**src/rtl/psw_pkg.sv**
```systemverilog
package psw_pkg;
  localparam int PSW_W  = 8;
  localparam int B_IE   = 7;
  localparam int B_Z    = 6;
  localparam int B_RB1  = 5;
  localparam int B_AC   = 4;
  localparam int B_RB0  = 3;
  localparam int B_ISP  = 1;
  localparam int B_CY   = 0;

  typedef struct packed {
    logic       ie;
    logic       z;
    logic       ac;
    logic       isp;
    logic       cy;
    logic [1:0] bank;
  } flags_t;

  function automatic logic [PSW_W-1:0] pack_psw(input flags_t f);
    logic [PSW_W-1:0] v;
    v        = '0;
    v[B_IE]  = f.ie;
    v[B_Z]   = f.z;
    v[B_RB1] = f.bank[1];
    v[B_AC]  = f.ac;
    v[B_RB0] = f.bank[0];
    v[B_ISP] = f.isp;
    v[B_CY]  = f.cy;
    return v;
  endfunction

  function automatic flags_t unpack_psw(input logic [PSW_W-1:0] v);
    flags_t f;
    f.ie   = v[B_IE];
    f.z    = v[B_Z];
    f.bank = {v[B_RB1], v[B_RB0]};
    f.ac   = v[B_AC];
    f.isp  = v[B_ISP];
    f.cy   = v[B_CY];
    return f;
  endfunction

  localparam flags_t FLAGS_RST = '{ie: 1'b0, z: 1'b0, ac: 1'b0, isp: 1'b1, cy: 1'b0, bank: 2'd0};
endpackage

```
**src/rtl/psw_flags.sv**
```systemverilog
module psw_flags
  import psw_pkg::*;
#(
  parameter int DATA_W = 8
) (
  input  logic              clk,
  input  logic              rst_n,
  input  logic              alu_upd,
  input  logic [DATA_W-1:0] alu_result,
  input  logic              alu_carry,
  input  logic              alu_nib_carry,
  input  logic              rot_upd,
  input  logic              rot_bit,
  input  logic              bit_wr,
  input  logic              bit_val,
  input  logic              ei_strobe,
  input  logic              di_strobe,
  input  logic              bank_strobe,
  input  logic [1:0]        bank_sel,
  input  logic              psw_load,
  input  logic [PSW_W-1:0]  psw_load_val,
  input  logic              ack_take,
  input  logic              ack_maskable,
  output flags_t            flags
);
  flags_t nxt;
  logic   result_zero;
  logic   unused_rsvd;

  assign result_zero = ~|alu_result;
  assign unused_rsvd = psw_load_val[2];

  always_comb begin
    nxt = flags;
    if (alu_upd) begin
      nxt.z  = result_zero;
      nxt.ac = alu_nib_carry;
      nxt.cy = alu_carry;
    end
    if (rot_upd)      nxt.cy   = rot_bit;
    if (bit_wr)       nxt.cy   = bit_val;
    if (bank_strobe)  nxt.bank = bank_sel;
    if (ei_strobe)    nxt.ie   = 1'b1;
    if (di_strobe || ack_take) nxt.ie = 1'b0;
    if (ack_maskable) nxt.isp  = 1'b0;
    if (psw_load)     nxt      = unpack_psw(psw_load_val);
  end

  always_ff @(posedge clk or negedge rst_n) begin
    if (!rst_n) flags <= FLAGS_RST;
    else        flags <= nxt;
  end

  a_r2_load_wins: assert property (@(posedge clk) disable iff (!rst_n)
    psw_load |=> (pack_psw(flags) == ($past(psw_load_val) & 8'hFB)));
  a_r3_di_clears: assert property (@(posedge clk) disable iff (!rst_n)
    (di_strobe && !psw_load) |=> !flags.ie);
  a_r5_bit_wr_first: assert property (@(posedge clk) disable iff (!rst_n)
    (bit_wr && !psw_load) |=> (flags.cy == $past(bit_val)));
  a_r10_ack_closes: assert property (@(posedge clk) disable iff (!rst_n)
    (ack_take && !psw_load) |=> !flags.ie);
endmodule

```
**src/rtl/irq_pick.sv**
```systemverilog
module irq_pick #(
  parameter int N_SRC = 8,
  localparam int ID_W = (N_SRC > 1) ? $clog2(N_SRC) : 1
) (
  input  logic             clk,
  input  logic             rst_n,
  input  logic [N_SRC-1:0] irq_req,
  input  logic [N_SRC-1:0] irq_mask,
  input  logic [N_SRC-1:0] irq_prio,
  input  logic             nmi_req,
  input  logic             ie,
  input  logic             isp,
  output logic             grant_valid,
  output logic             grant_nmi,
  output logic [ID_W-1:0]  grant_id
);
  logic [N_SRC-1:0] elig_hi, elig_lo;
  logic             any_hi, any_lo;
  logic [ID_W-1:0]  id_hi, id_lo;

  for (genvar g = 0; g < N_SRC; g++) begin : g_src
    logic open;
    assign open       = irq_req[g] & ~irq_mask[g] & ie;
    assign elig_hi[g] = open & ~irq_prio[g];
    assign elig_lo[g] = open &  irq_prio[g] & isp;
  end

  always_comb begin
    id_hi = '0;
    id_lo = '0;
    for (int i = N_SRC - 1; i >= 0; i--) begin
      if (elig_hi[i]) id_hi = ID_W'(i);
      if (elig_lo[i]) id_lo = ID_W'(i);
    end
  end

  assign any_hi      = |elig_hi;
  assign any_lo      = |elig_lo;
  assign grant_nmi   = nmi_req;
  assign grant_valid = nmi_req | any_hi | any_lo;
  assign grant_id    = any_hi ? id_hi : id_lo;

  a_r7_closed_gate: assert property (@(posedge clk) disable iff (!rst_n)
    (!ie && grant_valid) |-> grant_nmi);
  a_r8_eligible: assert property (@(posedge clk) disable iff (!rst_n)
    (grant_valid && !grant_nmi) |-> (irq_req[grant_id] && !irq_mask[grant_id]));
  a_r8_isp_blocks_low: assert property (@(posedge clk) disable iff (!rst_n)
    (grant_valid && !grant_nmi && !isp) |-> !irq_prio[grant_id]);
  a_r9_high_first: assert property (@(posedge clk) disable iff (!rst_n)
    (grant_valid && !grant_nmi && any_hi) |-> !irq_prio[grant_id]);
endmodule

```
**src/rtl/psw_irq_gate.sv**
```systemverilog
module psw_irq_gate
  import psw_pkg::*;
#(
  parameter int DATA_W = 8,
  parameter int N_SRC  = 8,
  localparam int ID_W  = (N_SRC > 1) ? $clog2(N_SRC) : 1
) (
  input  logic              clk,
  input  logic              rst_n,
  input  logic              alu_upd,
  input  logic [DATA_W-1:0] alu_result,
  input  logic              alu_carry,
  input  logic              alu_nib_carry,
  input  logic              rot_upd,
  input  logic              rot_bit,
  input  logic              bit_wr,
  input  logic              bit_val,
  input  logic              ei_strobe,
  input  logic              di_strobe,
  input  logic              bank_strobe,
  input  logic [1:0]        bank_sel,
  input  logic              psw_load,
  input  logic [7:0]        psw_load_val,
  input  logic [N_SRC-1:0]  irq_req,
  input  logic [N_SRC-1:0]  irq_mask,
  input  logic [N_SRC-1:0]  irq_prio,
  input  logic              nmi_req,
  input  logic              irq_ack,
  output logic [7:0]        psw,
  output logic [1:0]        bank,
  output logic              grant_valid,
  output logic              grant_nmi,
  output logic [ID_W-1:0]   grant_id
);
  flags_t flags;
  logic   ack_take, ack_maskable;

  assign ack_take     = irq_ack & grant_valid;
  assign ack_maskable = ack_take & ~grant_nmi;

  psw_flags #(.DATA_W(DATA_W)) u_flags (
    .clk, .rst_n, .alu_upd, .alu_result, .alu_carry, .alu_nib_carry,
    .rot_upd, .rot_bit, .bit_wr, .bit_val, .ei_strobe, .di_strobe,
    .bank_strobe, .bank_sel, .psw_load, .psw_load_val,
    .ack_take, .ack_maskable, .flags
  );

  irq_pick #(.N_SRC(N_SRC)) u_pick (
    .clk, .rst_n, .irq_req, .irq_mask, .irq_prio, .nmi_req,
    .ie(flags.ie), .isp(flags.isp),
    .grant_valid, .grant_nmi, .grant_id
  );

  assign psw  = pack_psw(flags);
  assign bank = flags.bank;

  a_r2_rsvd_zero: assert property (@(posedge clk) disable iff (!rst_n) !psw[2]);
  a_r9_nmi_wins: assert property (@(posedge clk) disable iff (!rst_n)
    nmi_req |-> (grant_valid && grant_nmi));
  a_r10_nmi_keeps_isp: assert property (@(posedge clk) disable iff (!rst_n)
    (ack_take && grant_nmi && !psw_load) |=> (psw[1] == $past(psw[1])));
endmodule

```
**config.mk**
```make
export PLATFORM = sky130hd
export DESIGN_NAME = psw_irq_gate
export DESIGN_NICKNAME = d
export VERILOG_FILES = /design/src/rtl/psw_pkg.sv /design/src/rtl/psw_flags.sv /design/src/rtl/irq_pick.sv /design/src/rtl/psw_irq_gate.sv
export SDC_FILE = /design/constraint.sdc
export NUM_CORES = 1
export LEC_CHECK = 0
export BUFFER_PORTS_ARGS = -buffer_cell sky130_fd_sc_hd__buf_4
export CAP_MARGIN = 10
export CORE_UTILIZATION = 33
export DETAILED_ROUTE_END_ITERATION = 10
export MAX_ROUTING_LAYER = met4
export PLACE_DENSITY_LB_ADDON = 0.12
export SYNTH_ARGS = -nofsm -noshare
export SYNTH_HDL_FRONTEND = slang
export SYNTH_HIERARCHICAL = 1
export SYNTH_SLANG_ARGS = --single-unit
```
**constraint.sdc**
```tcl
create_clock -name clk -period 2.1 [get_ports clk]
set_input_delay 0.105 -clock clk [delete_from_list [all_inputs] [get_ports clk]]
set_output_delay 0.105 -clock clk [all_outputs]
set_load 0.01 [all_outputs]
```
==> impl_metrics.tcl <==
set metrics [dict create \
    status "finished clean" \
    switching_share_pct 28.5 \
    internal_power_mw 0.374 \
    syn_area_um2 797 \
    vias_per_cell 5.27 \
    hp-start "di_strobe" \
    cellLeakagePower_nw 0.669 \
    crit_arrival_ns 1.90 \
    drt_pass1_iterations 4 \
    grt_first_pass_wirelength_um 3720 \
    finalPower_mw 0.523 \
    drc 0 \
    syn_area_per_cell_um2 8.86 \
    whs_endpoint "u_flags/flags[6]" \
    grt_pass1_vias 927 \
    peakVddDrop_v 0.000287 \
    cp_num_buf_inv 2 \
    drv_cap 0 \
    core.rowCount 17 \
    grt_max_degree 17 \
    clock.fmax_ghz 0.498 \
    crit_path_max_incr_delay_ns 0.46 \
    syn_to_final_growth_pct 73.8 \
    drive_above_1_share_pct 55.3 \
    gp_congestion 0.876 \
    worst_pin_slew_ns 0.647 \
    max_slew_margin_pct 56.3 \
    r2r_setup_slack_ns 0.09 \
    pwr-share-clk_pct 22.7 \
    clockBufferDepth 2 \
    worstSkewPairLatency_ns 0.24 \
    p_sw_mw 0.149 \
    cp-start-kind "flop" \
    period_needed_ns 2.01 \
    ys_types 40 \
    cp.required_ns 2.00 \
    dieArea_mm2 0.00262 \
    ant_nets 0 \
    finClkSkew_ns 0.0000175 \
    htreeDepth 1 \
    antenna_found_initial 0 \
    cpMostUsedCell "buf_4" \
    grt_overflow 0 \
    clockRootBuffer "clkbuf_4" \
    r2r_start "u_flags/flags[6]" \
    cts_buffers 3 \
    powerDensity_mw_per_mm2 378 \
    n_antenna_cell 0 \
    synth_edf_count 0 \
    sequentialPowerShare_pct 30.6 \
    cts.sinks 7 \
    hold_viol 0 \
    critPathMaxFanout 11 \
    finalNonFillerCells 189 \
    cp_top_family "simple AND/OR/NAND/NOR gates" \
    route.vias.total 996 \
    ys_warn_count 6 \
    drtIter0Drc 10 \
    r2r_end "u_flags/flags[6]" \
    endpoint_kind "output pin" \
    core_area_mm2 0.00225 \
    tns_ns 0 \
    tritoncts "done" \
    die_x_um 51.1 \
    rsz0062_at_grt "yes" \
    largest_reg_flops 7 \
    die_h_um 51.1 \
    syn-instance-count 90 \
    finalSetupViolations 0 \
    routed_wirelength_um 2330 \
    n_fill_cell 212 \
    dpl.hpwl_um 1950 \
    port_buffers 69 \
    nets 219 \
    initial_core_util_pct 35.3 \
    drv_slew 0 \
    fin_crit_sh_pct 95.6 \
    num_io_pins 72 \
    cpMaxStageDelayCell "dfrtp_2" \
    globalRouteTotalUtil_pct 18.9 \
    synth-main-ff-cell "dfrtp_1" \
    syn_nets 147 \
    crit_type "flop to output pin" \
    dp_cells 183 \
    path_cells "and4bb_4, nor4_4, nand2_2, buf_4, o32ai_1, buf_4" \
    power_frac_comb_pct 46.6 \
    hold_path_depth 2 \
    async_reset_ff_share_pct 100 \
    avgRoutedWirePerCell_um 12.3 \
    yosys_register_bits 7 \
    top_regs "u_flags/flags: 7 flops" \
    hold_path.class "primary input to flop" \
    seq_area_frac_synth_pct 22.1 \
    rr_worst_depth 6 \
    regMostFlops "u_flags/flags" \
    path_clk_slew_ns 0.05 \
]
## stage by stage
stage,instance area [µm²],utilization [%],hold slack [ns],worst slack (ns)
2_1_floorplan,800,-,-0.191,0.0102
5_1_grt,1390,61.4,0.0379,-0.0498
4_1_cts,1370,60.7,0.0216,0.0137
6_report,1390,61.4,0.0357,0.0917
3_5_place_dp,1320,58.7,-0.0755,-0.0167
3_3_place_gp,1320,58.7,-0.0784,0.00577
## cell usage after synthesis, drive strengths merged (2+ instances only)
cell type  instances  area, µm²
a21oi              6       30.0
a221o              2       21.3
a41oi              2       17.5
and2               2       12.5
and3b              3       26.3
and4bb             4       57.6
buf                5       41.3
dfrtp              6        150
mux2i              3       30.0
nand2              9       36.3
nand3b             8       60.1
nand4bb            2       22.5
nor2               5       18.8
nor4               4       46.3
nor4bb             4       40.0
o21ai              6       30.0
o32ai              2       17.5
or3b               2       17.5
## layout make-up
class / count / area (µm²) / area share [%]
multi-input cells: 76 / 592 / 42.7
repair buffers: 73 / 551 / 39.7
flip-flops and latches: 7 / 178 / 12.8
inverters: 1 / 3.75 / 0.271
clock buffers: 4 / 26.3 / 1.90
well taps: 28 / 35.0 / 2.53
## routing by layer
metal,vias to the layer above,wire length (µm),track usage [%]
li1,498,-,-
met1,452,935,21.6
met2,46,1230,34.6
met3,0,158,2.38
met4,0,0,4.17
met5,-,0,-
## power groups by stage
stage	registers, mW	clock network [mW]	logic [mW]
2_1_floorplan	0.165	0	0.0949
3_3_place_gp	0.163	0	0.230
3_5_place_dp	0.163	0	0.234
4_1_cts	0.161	0.127	0.239
5_1_grt	0.163	0.133	0.264
6_report	0.160	0.119	0.244
## repair_timing
item,4_1_cts,5_1_grt
resized for setup,1,3
pin swaps,1,2
hold buffers,1,0
setup endpoints to repair,3,3
setup buffers,1,0
endpoints found under the hold margin,7,0
## cells by family after synthesis
group	after synthesis	synth area share, %
other	1	0.471
AND/OR/NAND/NOR	48	46.8
buffers and inverters	7	6.12
AO/OA/AOI/OAI	24	20.7
flip-flops	7	22.1
multiplexers	3	3.77
## worst reg2reg max path, cell delays in order (launching register included)
cell and delay [ns]:
dfrtp_2 0.46, and4bb_4 0.23, nor4_4 0.30, nand2_2 0.09, or3b_4 0.39, and2_4 0.15
o41ai_2 0.29
## how the worst max path moves through the flow
stage                           startpoint                to  slack [ns]  cells past startpoint
after detailed placement  u_flags/flags[6]  u_flags/flags[6]       -0.02                      6
after CTS                 u_flags/flags[6]       grant_id[0]        0.01                      6
final                     u_flags/flags[6]       grant_id[1]        0.09                      6
after floorplan           u_flags/flags[6]  u_flags/flags[6]        0.01                      7
after global placement    u_flags/flags[6]  u_flags/flags[6]       0.006                      6
after global routing      u_flags/flags[6]  u_flags/flags[6]       -0.05                      6
## layout by cell type, fill, tap and decap left out, types with 2 or more instances in the layout
cell type	instances
a21oi_1	6
a41oi_1	2
and3b_1	3
and4bb_4	2
buf_4	72
clkbuf_4	3
dfrtp_1	5
mux2i_1	3
nand2_1	8
nand3b_1	8
nand4bb_1	2
nor2_1	5
nor4_1	2
nor4bb_1	4
o21ai_0	6
Power figures use the tool's default switching activity.
